File: config.mk
export PLATFORM = sky130hd
export DESIGN_NAME = sw_reg_bridge
export DESIGN_NICKNAME = d
export VERILOG_FILES = /design/src/rtl/sw_bridge_pkg.sv /design/src/rtl/sw_grant_ctrl.sv /design/src/rtl/sw_cmd_engine.sv /design/src/rtl/sw_data_regs.sv /design/src/rtl/sw_reg_bridge.sv
export SDC_FILE = /design/constraint.sdc
export NUM_CORES = 1
export LEC_CHECK = 0
export ABC_AREA = 1
export BUFFER_PORTS_ARGS = -buffer_cell sky130_fd_sc_hd__buf_2
export CAP_MARGIN = 20
export CORE_UTILIZATION = 50
export DETAILED_ROUTE_END_ITERATION = 8
export GPL_TIMING_DRIVEN = 0
export PLACE_DENSITY = 0.79
export SLEW_MARGIN = 20
export SYNTH_ARGS = -nofsm -noshare
export SYNTH_HDL_FRONTEND = slang
export SYNTH_SLANG_ARGS = --single-unit
File: constraint.sdc
create_clock -name clk_i -period 3.1 [get_ports clk_i]
set_input_delay 0.155 -clock clk_i [delete_from_list [all_inputs] [get_ports clk_i]]
set_output_delay 0.155 -clock clk_i [all_outputs]
set_load 0.05 [all_outputs]
File: src/rtl/sw_bridge_pkg.sv
package sw_bridge_pkg;
  localparam int unsigned AW      = 8;
  localparam int unsigned DW      = 32;
  localparam int unsigned SW_DW   = 2 * DW;
  localparam int unsigned PAGE_W  = 8;
  localparam int unsigned REG_W   = 8;

  localparam logic [AW-1:0] OFF_CMD  = 8'h2C;
  localparam logic [AW-1:0] OFF_WDH  = 8'h30;
  localparam logic [AW-1:0] OFF_WDL  = 8'h34;
  localparam logic [AW-1:0] OFF_RDH  = 8'h38;
  localparam logic [AW-1:0] OFF_RDL  = 8'h3C;
  localparam logic [AW-1:0] OFF_CTRL = 8'h40;
  localparam logic [AW-1:0] OFF_IRQ  = 8'h44;

  localparam int unsigned CMD_GO    = 0;
  localparam int unsigned CMD_WR    = 1;
  localparam int unsigned CMD_RST   = 2;
  localparam int unsigned CMD_REG   = 16;
  localparam int unsigned CMD_PAGE  = 24;
  localparam int unsigned CTL_REQ   = 3;
  localparam int unsigned CTL_GNT   = 4;
  localparam int unsigned CTL_INIT  = 6;

  typedef struct packed {
    logic [PAGE_W-1:0] page;
    logic [REG_W-1:0]  regnum;
    logic              write;
  } sw_cmd_t;
endpackage

File: src/rtl/sw_grant_ctrl.sv
module sw_grant_ctrl (
  input  logic clk_i,
  input  logic rst_ni,
  input  logic req_i,
  input  logic owner_i,
  output logic grant_o
);
  logic grant_q;

  // hold once granted; only acquire while switch side is idle
  always_ff @(posedge clk_i or negedge rst_ni) begin
    if (!rst_ni) grant_q <= 1'b0;
    else         grant_q <= req_i & (grant_q | ~owner_i);
  end

  assign grant_o = grant_q;
endmodule

File: src/rtl/sw_cmd_engine.sv
module sw_cmd_engine
  import sw_bridge_pkg::*;
(
  input  logic          clk_i,
  input  logic          rst_ni,
  input  logic          cmd_we_i,
  input  logic [DW-1:0] cmd_wdata_i,
  input  logic          grant_i,
  input  logic          done_i,
  output logic          busy_o,
  output logic          rst_bit_o,
  output logic          abort_o,
  output logic          start_o,
  output logic          capture_o,
  output sw_cmd_t       cmd_o
);
  logic    busy_q, rst_q, start_q;
  sw_cmd_t cmd_q;
  logic    accept, launch;

  assign accept  = cmd_we_i & grant_i;
  assign abort_o = accept & cmd_wdata_i[CMD_RST];
  assign launch  = accept & ~busy_q & cmd_wdata_i[CMD_GO] & ~cmd_wdata_i[CMD_RST];
  assign capture_o = done_i & busy_q & ~cmd_q.write & ~abort_o;

  always_ff @(posedge clk_i or negedge rst_ni) begin
    if (!rst_ni) begin
      busy_q  <= 1'b0;
      rst_q   <= 1'b0;
      start_q <= 1'b0;
      cmd_q   <= '0;
    end else begin
      rst_q   <= abort_o;
      start_q <= launch;
      if (abort_o) begin
        busy_q <= 1'b0;
        cmd_q  <= '0;
      end else if (launch) begin
        busy_q       <= 1'b1;
        cmd_q.page   <= cmd_wdata_i[CMD_PAGE +: PAGE_W];
        cmd_q.regnum <= cmd_wdata_i[CMD_REG +: REG_W];
        cmd_q.write  <= cmd_wdata_i[CMD_WR];
      end else if (done_i && busy_q) begin
        busy_q <= 1'b0;
      end
    end
  end

  assign busy_o    = busy_q;
  assign rst_bit_o = rst_q;
  assign start_o   = start_q;
  assign cmd_o     = cmd_q;
endmodule

File: src/rtl/sw_data_regs.sv
module sw_data_regs
  import sw_bridge_pkg::*;
#(
  parameter int unsigned WORDS = SW_DW / DW
) (
  input  logic             clk_i,
  input  logic             rst_ni,
  input  logic [WORDS-1:0] wd_we_i,
  input  logic [DW-1:0]    wdata_i,
  input  logic             abort_i,
  input  logic             capture_i,
  input  logic [SW_DW-1:0] sw_rdata_i,
  output logic [SW_DW-1:0] wd_o,
  output logic [SW_DW-1:0] rd_o
);
  for (genvar w = 0; w < WORDS; w++) begin : g_word
    logic [DW-1:0] wd_q, rd_q;

    always_ff @(posedge clk_i or negedge rst_ni) begin
      if (!rst_ni) begin
        wd_q <= '0;
        rd_q <= '0;
      end else if (abort_i) begin
        wd_q <= '0;
        rd_q <= '0;
      end else begin
        if (wd_we_i[w]) wd_q <= wdata_i;
        if (capture_i)  rd_q <= sw_rdata_i[w*DW +: DW];
      end
    end

    assign wd_o[w*DW +: DW] = wd_q;
    assign rd_o[w*DW +: DW] = rd_q;
  end
endmodule

File: src/rtl/sw_reg_bridge.sv
module sw_reg_bridge
  import sw_bridge_pkg::*;
(
  input  logic             clk_i,
  input  logic             rst_ni,
  input  logic [AW-1:0]    bus_addr_i,
  input  logic             bus_wr_i,
  input  logic             bus_rd_i,
  input  logic [DW-1:0]    bus_wdata_i,
  output logic [DW-1:0]    bus_rdata_o,
  input  logic             sw_owner_i,
  input  logic             sw_init_done_i,
  output logic             sw_start_o,
  output logic [PAGE_W-1:0] sw_page_o,
  output logic [REG_W-1:0] sw_regnum_o,
  output logic             sw_write_o,
  output logic [SW_DW-1:0] sw_wdata_o,
  input  logic             sw_done_i,
  input  logic [SW_DW-1:0] sw_rdata_i
);
  logic             req_q, grant_q;
  logic             busy, rst_bit, abort, capture;
  sw_cmd_t          cmd;
  logic [SW_DW-1:0] wd, rd;
  logic [1:0]       wd_we;
  logic [DW-1:0]    mux;

  always_ff @(posedge clk_i or negedge rst_ni) begin
    if (!rst_ni) req_q <= 1'b0;
    else if (bus_wr_i && bus_addr_i == OFF_CTRL) req_q <= bus_wdata_i[CTL_REQ];
  end

  sw_grant_ctrl i_grant (
    .clk_i, .rst_ni,
    .req_i   (req_q),
    .owner_i (sw_owner_i),
    .grant_o (grant_q)
  );

  sw_cmd_engine i_cmd (
    .clk_i, .rst_ni,
    .cmd_we_i    (bus_wr_i && bus_addr_i == OFF_CMD),
    .cmd_wdata_i (bus_wdata_i),
    .grant_i     (grant_q),
    .done_i      (sw_done_i),
    .busy_o      (busy),
    .rst_bit_o   (rst_bit),
    .abort_o     (abort),
    .start_o     (sw_start_o),
    .capture_o   (capture),
    .cmd_o       (cmd)
  );

  assign wd_we = {bus_wr_i && bus_addr_i == OFF_WDH, bus_wr_i && bus_addr_i == OFF_WDL};

  sw_data_regs i_data (
    .clk_i, .rst_ni,
    .wd_we_i    (wd_we),
    .wdata_i    (bus_wdata_i),
    .abort_i    (abort),
    .capture_i  (capture),
    .sw_rdata_i (sw_rdata_i),
    .wd_o       (wd),
    .rd_o       (rd)
  );

  always_comb begin
    mux = '0;
    unique case (bus_addr_i)
      OFF_CMD: begin
        mux[CMD_PAGE +: PAGE_W] = cmd.page;
        mux[CMD_REG +: REG_W]   = cmd.regnum;
        mux[CMD_RST]            = rst_bit;
        mux[CMD_WR]             = cmd.write;
        mux[CMD_GO]             = busy;
      end
      OFF_WDH:  mux = wd[SW_DW-1:DW];
      OFF_WDL:  mux = wd[DW-1:0];
      OFF_RDH:  mux = rd[SW_DW-1:DW];
      OFF_RDL:  mux = rd[DW-1:0];
      OFF_CTRL: begin
        mux[CTL_REQ]  = req_q;
        mux[CTL_GNT]  = grant_q;
        mux[CTL_INIT] = sw_init_done_i;
      end
      default:  mux = '0; // includes interrupt capture word
    endcase
  end

  assign bus_rdata_o = bus_rd_i ? mux : '0;
  assign sw_page_o   = cmd.page;
  assign sw_regnum_o = cmd.regnum;
  assign sw_write_o  = cmd.write;
  assign sw_wdata_o  = wd;
endmodule

## After elaboration in Yosys (flattened, before gate mapping)

Index checks and enable logic that the tools add are counted.

| word-level totals | value |
|---|---|
| word-level logic and storage cells | 63 |
| bits in registers | 150 |
| output and inout port bits | 114 |
| input port bits | 111 |

| operators by class | value |
|---|---|
| reductions and logical operators | 10 |
| bitwise operators | 15 |
| muxes and demuxes | 20 |
| equal/unequal tests | 6 |

Operator list:

| kind | number |
|---|---|
| 32-bit 2-to-1 mux | 9 |
| 16-bit one-hot mux with 5 select lines | 1 |
| 8-bit by 6-bit equality test with 1-bit output, second input constant | 5 |
| 9-bit one-hot mux with 4 select lines | 1 |
| 17-bit 2-to-1 mux | 2 |
| 3-bit one-hot mux with 5 select lines | 1 |
| 2-bit one-hot mux with 5 select lines | 1 |
| 1-bit bitwise AND | 9 |
| 8-bit by 7-bit equality test with 1-bit output, second input constant | 1 |
| 2-bit nonzero test | 4 |
| 1-bit logical AND | 5 |
| 1-bit NOT | 5 |
| 1-bit one-hot mux with 5 select lines | 1 |
| 1-bit one-hot mux with 4 select lines | 1 |
| 1-bit 2-to-1 mux | 3 |
| 3-bit nonzero test | 1 |
| 1-bit OR | 1 |

## Longest topological paths before layout

Gate-level depths: netlist of run 1.

| depth | value |
|---|---|
| depth after elaboration | 8 |
| mapped depth | 11 |
| depth with buffers taken out | 8 |

## Cells and area by module

A second synthesis of run 1 with hierarchy kept.

| unflattened totals | value |
|---|---|
| cell total of the unflattened synthesis | 995 |
| area, all modules | 7,612.3 µm² |

Modules (own cells, without submodules):

| module | instances | seq. area each (µm²) | area each (µm²) | cells an instance |
|---|---|---|---|---|
| sw_data_regs | 1 | 3,203.1 | 5,006.1 | 557 |
| sw_reg_bridge | 1 | 25.0 | 1,686.6 | 348 |
| sw_cmd_engine | 1 | 500.5 | 878.3 | 86 |
| sw_grant_ctrl | 1 | 25.0 | 41.3 | 4 |

## Least setup slack after synthesis of run 1

OpenSTA, ideal clock, no wires.

| timing path | value |
|---|---|
| path type | input to output |
| start point | input port bus_addr_i[0] |
| end point | output port bus_rdata_o[18] |
| path slack | 1,298 ps |
| arrival time | 1,647 ps |
| stages | 8 |
| cell sequence | inv_2 nand2_2 nor2_1 clkbuf_1 nand3_1 nand3_1 nor2_1 nor2_1 |

| between the ends | value |
|---|---|
| longest elaborated chain between the ends | 3 |
| elaborated cells on any way between the ends | 7 |
| classes of those cells | 5 x eq/ne; 2 x mux |

RTL lines:

| what | line | RTL |
|---|---|---|
| start, declared | sw_reg_bridge.sv:6 | `input logic [AW-1:0] bus_addr_i,` |
| 8-bit by 6-bit equality test with 1-bit output | sw_reg_bridge.sv:69 | `unique case (bus_addr_i)` |
| 16-bit one-hot mux with 5 select lines (*) | sw_reg_bridge.sv:69 |  |
| 32-bit 2-to-1 mux (*) | sw_reg_bridge.sv:90 | `assign bus_rdata_o = bus_rd_i ? mux : '0;` |
| end, declared | sw_reg_bridge.sv:10 | `output logic [DW-1:0] bus_rdata_o,` |

Every way passes the cells marked *; elsewhere a longest branch is shown, timed or not.

## Worst setup path in the final report of run 1

| timing path | value |
|---|---|
| start point | input port bus_addr_i[0] |
| end point | output port bus_rdata_o[2] |

| between the ends | value |
|---|---|
| longest elaborated chain between the ends | 3 |
| elaborated cells on any way between the ends | 7 |
| classes of those cells | 5 x eq/ne; 2 x mux |

RTL lines:

| what | line |
|---|---|
| 8-bit by 6-bit equality test with 1-bit output | sw_reg_bridge.sv:69 |
| 3-bit one-hot mux with 5 select lines (*) | sw_reg_bridge.sv:69 |
| 32-bit 2-to-1 mux (*) | sw_reg_bridge.sv:90 |

Marked as above.

==> impl_results.md, run 1 <==
* CORE AREA at about 15000 um^2
* Ant. Diodes at 0
* Pin count of the biggest net entering global routing at 85
* TritonRoute pass-1 iters at 5
* CTS tree: yes
* Post-layout util at about two thirds
* Seq/Total Area, Yosys at between 40% and 50%
* Lkg Pwr at just under 6 nW
* Grt met2 use at between 50 and 60%
* Netlist cell types at 20
* IO Port Bufs at 224
* Num CTS Buffers at 17
* Worst Setup EP: bus_rdata_o[2]
* Post-route DRC at 0
* Status: complete, no violations
* Clock insertion delay at the later pin of the skew report at 440 ps
* Setup crit end kind: primary output
* Fin worst setup slack at roughly 900 ps
* Reg-to-reg slack, setup at 1230 ps
* Routed WL at 28200 um
* Placed instance area at around 9400 um^2
* Total grt overflow at 0
* Kind of critical path: in -> out
* Synth warn at 0
* Clk_skew at between 5 and 6 ps
* Worst-margin pin slew at a little over 600 ps
* Vias at a little under 9000
* # hold bufs at CTS at 31
* Slew HR at a little under 60%
* Gpl congestion at 0.902
* Root Buffer: clkbuf_16
* Pwr/cell area at about 450 nW/um^2
* Tot GR Track Use at a little over a third
* Hold Crit Class: in -> reg
* Met1 Usage GRT at a little under half
* Num rows at between 40 and 50
* CP Launch Point: bus_addr_i[0]
* Die footprint at about 16000 um^2
* RSZ-0062 raised after global routing: false
* Post-DRT Antenna Nets at 0
* CP Max Fanout at 10
* VDD IR max at between 400 and 500 uV
* Required @ worst endpoint at between 2000 and 3000 ps
* Setup slack after placement at 1000 ps
* Mapped Area at ~8000 um^2
* Post-Syn Area per Cell at 7.50 um^2
* First-pass GRT wire length at around 44000 um
* Initial antenna violation count at 1
* RR Startpoint: i_cmd.cmd_o[0]
* Postcts setup bufs at 0
* 1st-iter DRT viols at approximately 1000
* Die height at roughly 130 um
* Worst r2r dst: i_data.g_word[0].rd_q[21]
* Layout cells sized above 1 at between 20% and 30%
* Nets@finish at ~1400
* Mapped Cells at 1062
* Final Hold Vio Count at 0
* Starting density of the core at between 50% and 60%
* CTS sink count at 150
* Post-route minimum period at approximately 2200 ps
* Layout fillers at about 1300
* Layout area overhead at 29.1%
* F_max at 459 MHz
* PostCTS Resize Cnt at 0
* Max Root-Sink Buffers at 2
* Startpoint Class: primary input
* DR WL/cell at 18.0 um
* CP arrival at slightly above 2000 ps
* Final Cell Area at just over 10000 um^2
* IO Pins at between 200 and 250
* R2R cell count at 6
* Met3 Use GR at 9.22%
* Max cap viols at 0
* Most used routing layer: met2
* Total negative slack at 0 ps
* Number of synthesized register bits at 150
* Vias per Instance at 5.60
* Max-slew violations at 0
* Placed wire-length estimate at approximately 20000 um
* Syn_nets at around 1200
* H-tree Lvls at 4
* Setup violators final at 0
* Vias in the first global route at 8294
* Final period utilization at between 70% and 80%
* Width of the die at around 130 um
* Clock-pin slew on the worst setup and hold paths at around 60 ps
[registers in the layout (all words and copies together), names as in the netlist]
| signal | count |
|---|---|
| i_cmd.busy_o | 1 |
| i_data.g_word.rd_q | 64 |
| req_q | 1 |
| i_grant.grant_o | 1 |
| i_data.g_word.wd_q | 64 |
| i_cmd.start_o | 1 |
| i_cmd.rst_bit_o | 1 |
| i_cmd.cmd_o | 17 |
[worst min path at each step]
stage | from | end | slack (ps) | cells after the start
2_1_floorplan | rst_ni | i_cmd.busy_o | -140 | 0
3_3_place_gp | sw_owner_i | i_grant.grant_o | 360 | 2
3_5_place_dp | rst_ni | i_data.g_word[1].rd_q[12] | 140 | 1
4_1_cts | bus_wdata_i[30] | i_data.g_word[0].wd_q[30] | 2 | 3
5_1_grt | bus_wdata_i[30] | i_data.g_word[0].wd_q[30] | 20 | 3
6_report | bus_wdata_i[31] | i_data.g_word[0].wd_q[31] | 10 | 3
[routing by layer]
layer	share of wire [%]	routed length [um]
met1	39	11100
met2	46	12900
met3	11	3030
met4	4.3	1200
met5	0	0
[critical path: stages]
cell      delay [ps]
buf_2            100
inv_2             40
nand2_2          130
nor2_2           260
clkbuf_1         450
nand3_1          210
nand3_1          130
nor2_1            50
nor2_1           180
buf_2            310
[cell families after synthesis]
| logic type | after synthesis | share of synthesized area, % |
|---|---|---|
| buffers and inverters | 165 | 8.75 |
| and+or+nand+nor | 680 | 39.9 |
| DFF | 150 | 47.1 |
| AOI/OAI and AO/OA | 67 | 4.29 |
[synthesized netlist by cell type (all sizes together)]
master | instances | area share, %
buf | 44 | 3.0
or2 | 65 | 5.1
o21ai | 2 | 0.17
nand4 | 17 | 1.3
nand3b | 2 | 0.19
nand2 | 220 | 10
nand3 | 303 | 19
dfrtp | 150 | 47
nor2 | 73 | 3.8
clkbuf | 41 | 1.9
inv | 80 | 3.8
a21boi | 1 | 0.094
a21oi | 64 | 4.0
[where the power goes]
group / total, W / internal, W / switching (W) / leakage (nW)
clock network: 0.00209 / 0.00123 / 0.000859 / 0.275
registers: 0.00204 / 0.00200 / 0.0000404 / 2.08
logic: 0.000485 / 0.000144 / 0.000341 / 3.47
total: 0.00461 / 0.00337 / 0.00124 / 5.83
[cell usage in the layout (no fill, tap or decap)]
cell / count
buf_6: 4
nand4_1: 17
clkbuf_8: 2
clkinv_2: 2
buf_2: 261
nand2_2: 2
clkbuf_16: 17
nand3_1: 303
inv_1: 74
nor2_4: 3
o21ai_0: 1
dlygate4sd3_1: 31
nand3b_1: 2
or2_2: 65
nor2_2: 2
nand2_1: 218
clkbuf_1: 43
inv_2: 6
a21oi_1: 64
buf_8: 1
clkinv_4: 3
a21boi_0: 1
nor2_1: 68
o21ai_2: 1
buf_16: 1
buf_1: 2
dfrtp_1: 150
clkinvlp_4: 4
bufinv_16: 2
[per-stage QoR]
stage | std cells | power (W) | hold WS, ps
final | 1561 | 0.00461 | 12.8
after global routing | 1561 | 0.00471 | 18.7
after CTS | 1561 | 0.00460 | 1.83
after detailed placement | 1498 | 0.00252 | 143
after global placement | 1497 | 0.00251 | 363
after floorplan | 1062 | 0.00230 | -141
[layout make-up]
class / count / area [um^2] / area share (%)
flip-flops and latches: 150 / 3750 / 36.5
multi-input cells: 747 / 3520 / 34.2
repair buffers: 256 / 1470 / 14.3
clock buffers: 21 / 460 / 4.48
plain buffers: 85 / 397 / 3.86
inverters: 80 / 300 / 2.92
well taps: 211 / 264 / 2.57
clock inverters: 11 / 126 / 1.23
Power figures use the tool's default switching activity.
==> run 2, diff against run 1 <==
ABC_AREA = 0   (was 1)
CORE_UTILIZATION = 46   (was 50)
PLACE_DENSITY = 0.78   (was 0.79)
clock period = 1.8 ns   (was 3.1 ns; I/O delays follow)
==> impl_results.md, run 2 <==
* Max-slew violations at 0 (unchanged)
* Routed WL at 27700 um (-1.7%)
* Die footprint at 16100 um^2 (-2.3%)
* Clock-pin slew on the worst setup and hold paths at 60 ps (about the same)
* Lkg Pwr at 5.65 nW (-3.0%)
* Num CTS Buffers at 17 (unchanged)
* Clock insertion delay at the later pin of the skew report at 440 ps (about the same)
* Final period utilization at 101%
* Slew HR at 52.9% (-6.2 points)
* FFs w/ async S/R, synth at 100% (unchanged)
* Nets@finish at 1142 (-21%)
* Pint at 0.00605 W (+80%)
* Root Buffer: clkbuf_16
* Most frequent cells in the layout: buf_2, dfrtp_1, nor2_1
* Hold path endpoint: i_data.g_word[1].wd_q[2]
* Layout area overhead at 46.3%
* Failing checks: negative setup slack
* Sequential Power Share at 43.2% (-1.0 points)
* IO Port Bufs at 223 (-0.45%)
* Number of flops mapped to enable cells by yosys at 0 (unchanged)
* Synth warn at 0 (unchanged)
* Initial antenna violation count at 0 (-1)
* Required @ worst endpoint at 1710 ps (-1230 ps)
* Synth Flop Type: dfrtp_1
* CP Max Fanout at 10 (unchanged)
* Post-route minimum period at roughly 1800 ps
* Post-route DRC at 0 (unchanged)
* VDD IR max at 719 uV (+77%)
* Gpl congestion at 0.856 (-5.1%)
* Fin worst setup slack at -16.2 ps (-937 ps)
* Pwr/cell area at 775 nW/um^2 (+73%)
* Switch share at 25.5% (-1.4 points)
* Most frequent cell after synthesis: dfrtp_1
* Max Root-Sink Buffers at 2 (unchanged)
* Commonest non-fill, non-tap cell in the layout: buf_2
* Startpoint Class: primary input
* Setup violators final at 2 (+2)
* Kind of critical path: in -> out
* Final Hold Vio Count at 0 (unchanged)
* DR WL/cell at 22.5 um (+24%)
* Vias in the first global route at 7516 (-9.4%)
* Syn_nets at 787 (-33%)
* CTS sink count at 150 (unchanged)
* Mapped Cells at 676 (-36%)
* Seq/Total Area, Yosys at 52.4% (+5.3 points)
* Layout cells sized above 1 at 32.8% (+4.9 points)
* Tot GR Track Use at 34.3% (-0.94 points)
* Starting density of the core at 47.1% (-4.7 points)
* CORE AREA at 15200 um^2 (-1.1%)
* Total negative slack at -30.5 ps (-30.5 ps)
* Netlist cell types at 33 (+65%)
* Comb power frac at 12.0% (+1.5 points)
* RSZ-0062 raised after global routing: true
* Clk_skew at 10.0 ps (+4.18 ps)
* Placed wire-length estimate at 17300 um (-13%)
* Clock Power Share at 44.8% (-0.4 points)
* Top cells by area, synth: dfrtp_1, mux2i_1, a22o_1
* Total grt overflow at 0 (unchanged)
* Origin of the worst min-delay path: bus_wdata_i[2]
* Vias per Instance at 6.11 (+9.2%)
* RR Startpoint: i_cmd.cmd_o[0]
* Post-DRT Antenna Nets at 0 (unchanged)
* Width of the die at 127 um (-1.1%)
* CP arrival at 1730 ps (-290 ps)
* Worst r2r dst: i_data.g_word[0].rd_q[27]
* Setup slack after placement at -506 ps (-1510 ps)
* Die height at 127 um (-1.1%)
* Net switching power at 0.00207 W (+67%)
* H-tree Lvls at 4 (unchanged)
* F_max at ~550 MHz
* Reg-to-reg slack, setup at 40 ps (-1190 ps)
* Layout fillers at 1128 (-15%)
* Worst-margin pin slew at 706 ps (+92.4 ps)
* R2R cell count at 6 (unchanged)
* Number of synthesized register bits at 150 (unchanged)
* IO Pins at 225 (unchanged)
* Fin Hold WS at 24.2 ps (+11.4 ps)
* Post-Syn Area per Cell at 10.6 um^2 (+41%)
* Synth top cells by count: dfrtp_1, nor2_1, mux2i_1
* Pin count of the biggest net entering global routing at 83 (-2.4%)
* Hold Crit Depth at 3 (unchanged)
* Setup crit end kind: primary output
* Top cell type's share of synthesized area at 52.4% (+5.3 points)
* Synth area leader: dfrtp_1
* CTS tree: yes
* 1st-iter DRT viols at 848 (-13%)
* Status: finished with violations
* Hold Crit Class: in -> reg
* Vias at 7535 (-14%)
* Mapped Area at 7160 um^2 (-10%)
* Max cap viols at 0 (unchanged)
* First-pass GRT wire length at 41000 um (-6.5%)
* TritonRoute pass-1 iters at 9 (+4)
* Num rows at 45 (unchanged)
==> run 2: cell count changes after synthesis, moves of 17 or more <==
cell | before | now
nand2_1 | 218 | 43
a22o_1 | 0 | 67
clkbuf_1 | 41 | 18
inv_1 | 74 | 1
a22oi_1 | 0 | 18
nand4_1 | 17 | 0
a21oi_1 | 64 | 46
mux2i_1 | 0 | 97
nand3_1 | 303 | 34
or2_2 | 65 | 0
nor2_1 | 68 | 117
a222oi_1 | 0 | 18
==> run 2: cell type report <==
| class | count | area [um^2] | area share, % |
|---|---|---|---|
| Timing Repair Buffer | 337 | 2350 | 22.4 |
| Inverter | 1 | 3.75 | 0.0358 |
| Clock buffer | 23 | 468 | 4.47 |
| Multi-Input combinational cell | 464 | 3170 | 30.3 |
| Tap cell | 188 | 235 | 2.24 |
| Sequential cell | 150 | 3760 | 35.8 |
| Antenna cell | 1 | 2.50 | 0.0239 |
| Clock inverter | 9 | 125 | 1.19 |
| Buffer | 60 | 370 | 3.53 |
==> run 2: per-stage QoR <==
step                std cells  util [%]  area (um^2)  total power [W]
detailed placement       1088      56.4         8570          0.00432
global placement         1087      56.1         8530          0.00430
CTS                      1223      67.6        10300          0.00808
floorplan                 676         -         7180          0.00394
global route             1232      68.9        10500          0.00834
finish                   1233      68.9        10500          0.00812
==> run 2: power by group through the flow <==
stage	Combinational, W	Sequential, W	Clock [W]
6_report	0.000972	0.00351	0.00364
5_1_grt	0.00102	0.00351	0.00381
4_1_cts	0.000933	0.00351	0.00364
3_5_place_dp	0.000752	0.00357	0
3_3_place_gp	0.000733	0.00356	0
2_1_floorplan	0.000140	0.00380	0
==> run 2: what timing repair did <==
item                                    4_1_cts  5_1_grt
endpoints found under the setup margin       32       40
pin swaps                                     3       12
setup buffers                                 6        9
gates resized for setup                      39       60
hold buffers                                 98        0
endpoints found under the hold margin       213        0
==> run 2: how the worst max path moves through the flow <==
stage                    startpoint                   endpoint  slack, ps  cells after the start
floorplan             bus_addr_i[2]            bus_rdata_o[11]       -150                      6
detailed placement    bus_addr_i[2]            bus_rdata_o[14]       -510                      8
CTS                   bus_addr_i[6]            bus_rdata_o[14]          3                      8
global placement             rst_ni  i_data.g_word[0].wd_q[23]      -1560                      1
global route        i_cmd.cmd_o[11]            bus_rdata_o[26]        -80                      4
finish                bus_addr_i[6]            bus_rdata_o[31]        -20                      8
==> run 2: cells by family (layout without fill, tap and decap cells) <==
logic type | Yosys count | count (layout) | share of synthesized area, %
and+or+nand+nor | 213 | 213 | 13.1
AOI/OAI and AO/OA | 153 | 153 | 16.5
DFF | 150 | 150 | 52.4
muxes | 98 | 98 | 13.7
buffers and inverters | 62 | 430 | 4.28
other | 0 | 1 | 0
==> run 2: critical path, cell delays in order <==
cell,delay (ps)
buf_2,120
and4bb_2,280
and2_1,160
clkbuf_4,190
buf_4,210
a222oi_1,380
nor2_1,110
buf_6,170
==> run 2: routing by layer <==
layer	part of all wire (%)	global-route usage [%]	vias up
met3	10	6.96	142
met4	5.6	22.5	0
met5	0	0	-
met2	46	53.4	564
li1	-	-	3158
met1	38	43.7	3671
==> run 3, diff against run 2 <==
SETUP_SLACK_MARGIN = 0.5   (was unset)
==> impl_results.md, run 3 (synthesized netlist as in run 2, its figures left out) <==
* Total power at 0.00852 W (+4.9%)
* Clock-pin slew on the worst setup and hold paths at 80 ps (+20 ps)
* Most frequent cells in the layout: buf_2, dfrtp_1, dlygate4sd3_1
* Vias in the first global route at 8306 (+11%)
* Num CTS Buffers at 17 (unchanged)
* Starting density of the core at 47.1% (unchanged)
* Tot GR Track Use at 39.6% (+5.3 points)
* Lkg Pwr at 6.36 nW (+13%)
* Final Hold Vio Count at 0 (unchanged)
* Total negative slack at -2510 ps (-2480 ps)
* Clock insertion delay at the later pin of the skew report at 460 ps (+20 ps)
* IO Port Bufs at 223 (unchanged)
* CP Max Fanout at 3 (-7)
* WL met1 at 12800 um (+21%)
* Max cap viols at 0 (unchanged)
* Nets@finish at 1222 (+7.0%)
* Fin Hold WS at 52.6 ps (+28.4 ps)
* IO Pins at 225 (unchanged)
* Layout area overhead at 78.4%
* Post-route DRC at 0 (unchanged)
* Sequential cell area at 3780 um^2 (+0.63%)
* Status: finished with violations
* Required @ worst endpoint at 1710 ps (about the same)
* Vias per Instance at 6.82 (+12%)
* Startpoint Class: primary input
* First-pass GRT wire length at 46800 um (+14%)
* Max-slew violations at 0 (unchanged)
* CTS sink count at 150 (unchanged)
* Die footprint at 16100 um^2 (unchanged)
* Num rows at 45 (unchanged)
* CORE AREA at 15200 um^2 (unchanged)
* 1st-iter DRT viols at 1270 (+50%)
* Placed wire-length estimate at 17600 um (+1.5%)
* Layout cells sized above 1 at 44.9% (+12 points)
* F_max at 512 MHz (-7.1%)
* Met3 WL post-DR at 5160 um (+85%)
* Met2 Routed Length at 17300 um (+35%)
* H-tree Lvls at 4 (unchanged)
* Slew HR at 54.2% (+1.3 points)
* Layout fillers at 653 (-42%)
* Width of the die at 127 um (unchanged)
* Post-route minimum period at 1950 ps (+138 ps)
* Initial antenna violation count at 1 (+1)
* CTS tree: yes
* Kind of critical path: in -> out
* Setup crit end kind: primary output
* Pin count of the biggest net entering global routing at 88 (+6.0%)
* Area of the multi-input gates at 3640 um^2 (+15%)
* Post-layout util at 84.0% (+15 points)
* Gpl congestion at 0.828 (-3.3%)
* Worst-margin pin slew at 687 ps (-18.9 ps)
* Fin worst setup slack at -154 ps (-138 ps)
* Clk_skew at 26.1 ps (+16.1 ps)
* Commonest non-fill, non-tap cell in the layout: buf_2
* Post-DRT Antenna Nets at 0 (unchanged)
* Total grt overflow at 0 (unchanged)
* Failing checks: negative setup slack
* RSZ-0062 raised after global routing: true
* Hold Crit Class: in -> reg
* CP arrival at 1860 ps (+130 ps)
* Top Layer Used: met4
* TritonRoute pass-1 iters at 6 (-3)
* VDD IR max at 745 uV (+3.7%)
* Pwr/cell area at 667 nW/um^2 (-14%)
* Final period utilization at 109% (+7.7 points)
* Setup violators final at 22 (+20)
* Vias at 8967 (+19%)
* Root Buffer: clkbuf_16
* Routed WL at 39100 um (+41%)
* Max Root-Sink Buffers at 2 (unchanged)
* Die height at 127 um (unchanged)
* DR WL/cell at 29.7 um (+32%)
[run 3: repair_timing]
item                       4_1_cts  5_1_grt
pin swaps                       51       45
hold buffers                    98        0
gates resized for setup        158      131
hold endpoints to repair       209        0
buffers inserted                45       27
setup endpoints to repair      180      187
cloned                          10       12
[run 3: area by class of cell]
class	count	share of cell area, %
Multi-Input combinational cell	465	28.5
Tap cell	188	1.84
Antenna cell	3	0.0588
Timing Repair Buffer	415	29.1
Clock buffer	19	3.47
Inverter	1	0.0294
Clock inverter	13	1.36
Buffer	61	6.06
Sequential cell	150	29.6
[run 3: worst paths after layout]
path,to,start,slack [ps],depth (start not counted)
max,bus_rdata_o[6],bus_addr_i[4],-150,7
min reg2reg,i_cmd.cmd_o[6],i_cmd.cmd_o[6],530,1
max in group asynchronous,i_data.g_word[0].wd_q[28],rst_ni,790,3
min,i_data.g_word[0].wd_q[2],bus_wdata_i[2],50,3
max reg2reg,i_data.g_word[0].rd_q[2],i_cmd.cmd_o[0],10,8
min in group asynchronous,i_data.g_word[1].rd_q[8],rst_ni,190,2
[run 3: where the power goes]
part | switching [W] | internal (W) | leakage, nW
Sequential | 0.0000772 | 0.00344 | 2.05
Clock | 0.00163 | 0.00224 | 0.290
Combinational | 0.000700 | 0.000431 | 4.02
Total | 0.00241 | 0.00611 | 6.36
[run 3: through the flow]
step / instance area, um^2 / instances / setup WS, ps
5_1_grt: 12800 / 1313 / -156
3_5_place_dp: 9030 / 1088 / -339
6_report: 12800 / 1315 / -154
2_1_floorplan: 7640 / 676 / 284
4_1_cts: 11800 / 1273 / -37.4
3_3_place_gp: 8990 / 1087 / -1860
[run 3: routing by layer]
metal  up-vias  track usage (%)
li1       3333                -
met2      1057             63.3
met5         -                0
met1      4239             46.0
met4         0             29.0
met3       338             10.6
[run 3: worst max-delay path, cell delays in order]
cell	delay, ps
buf_8	110
buf_4	130
nor4b_2	480
and2_1	280
o21ai_1	210
nor2_2	340
buf_6	220
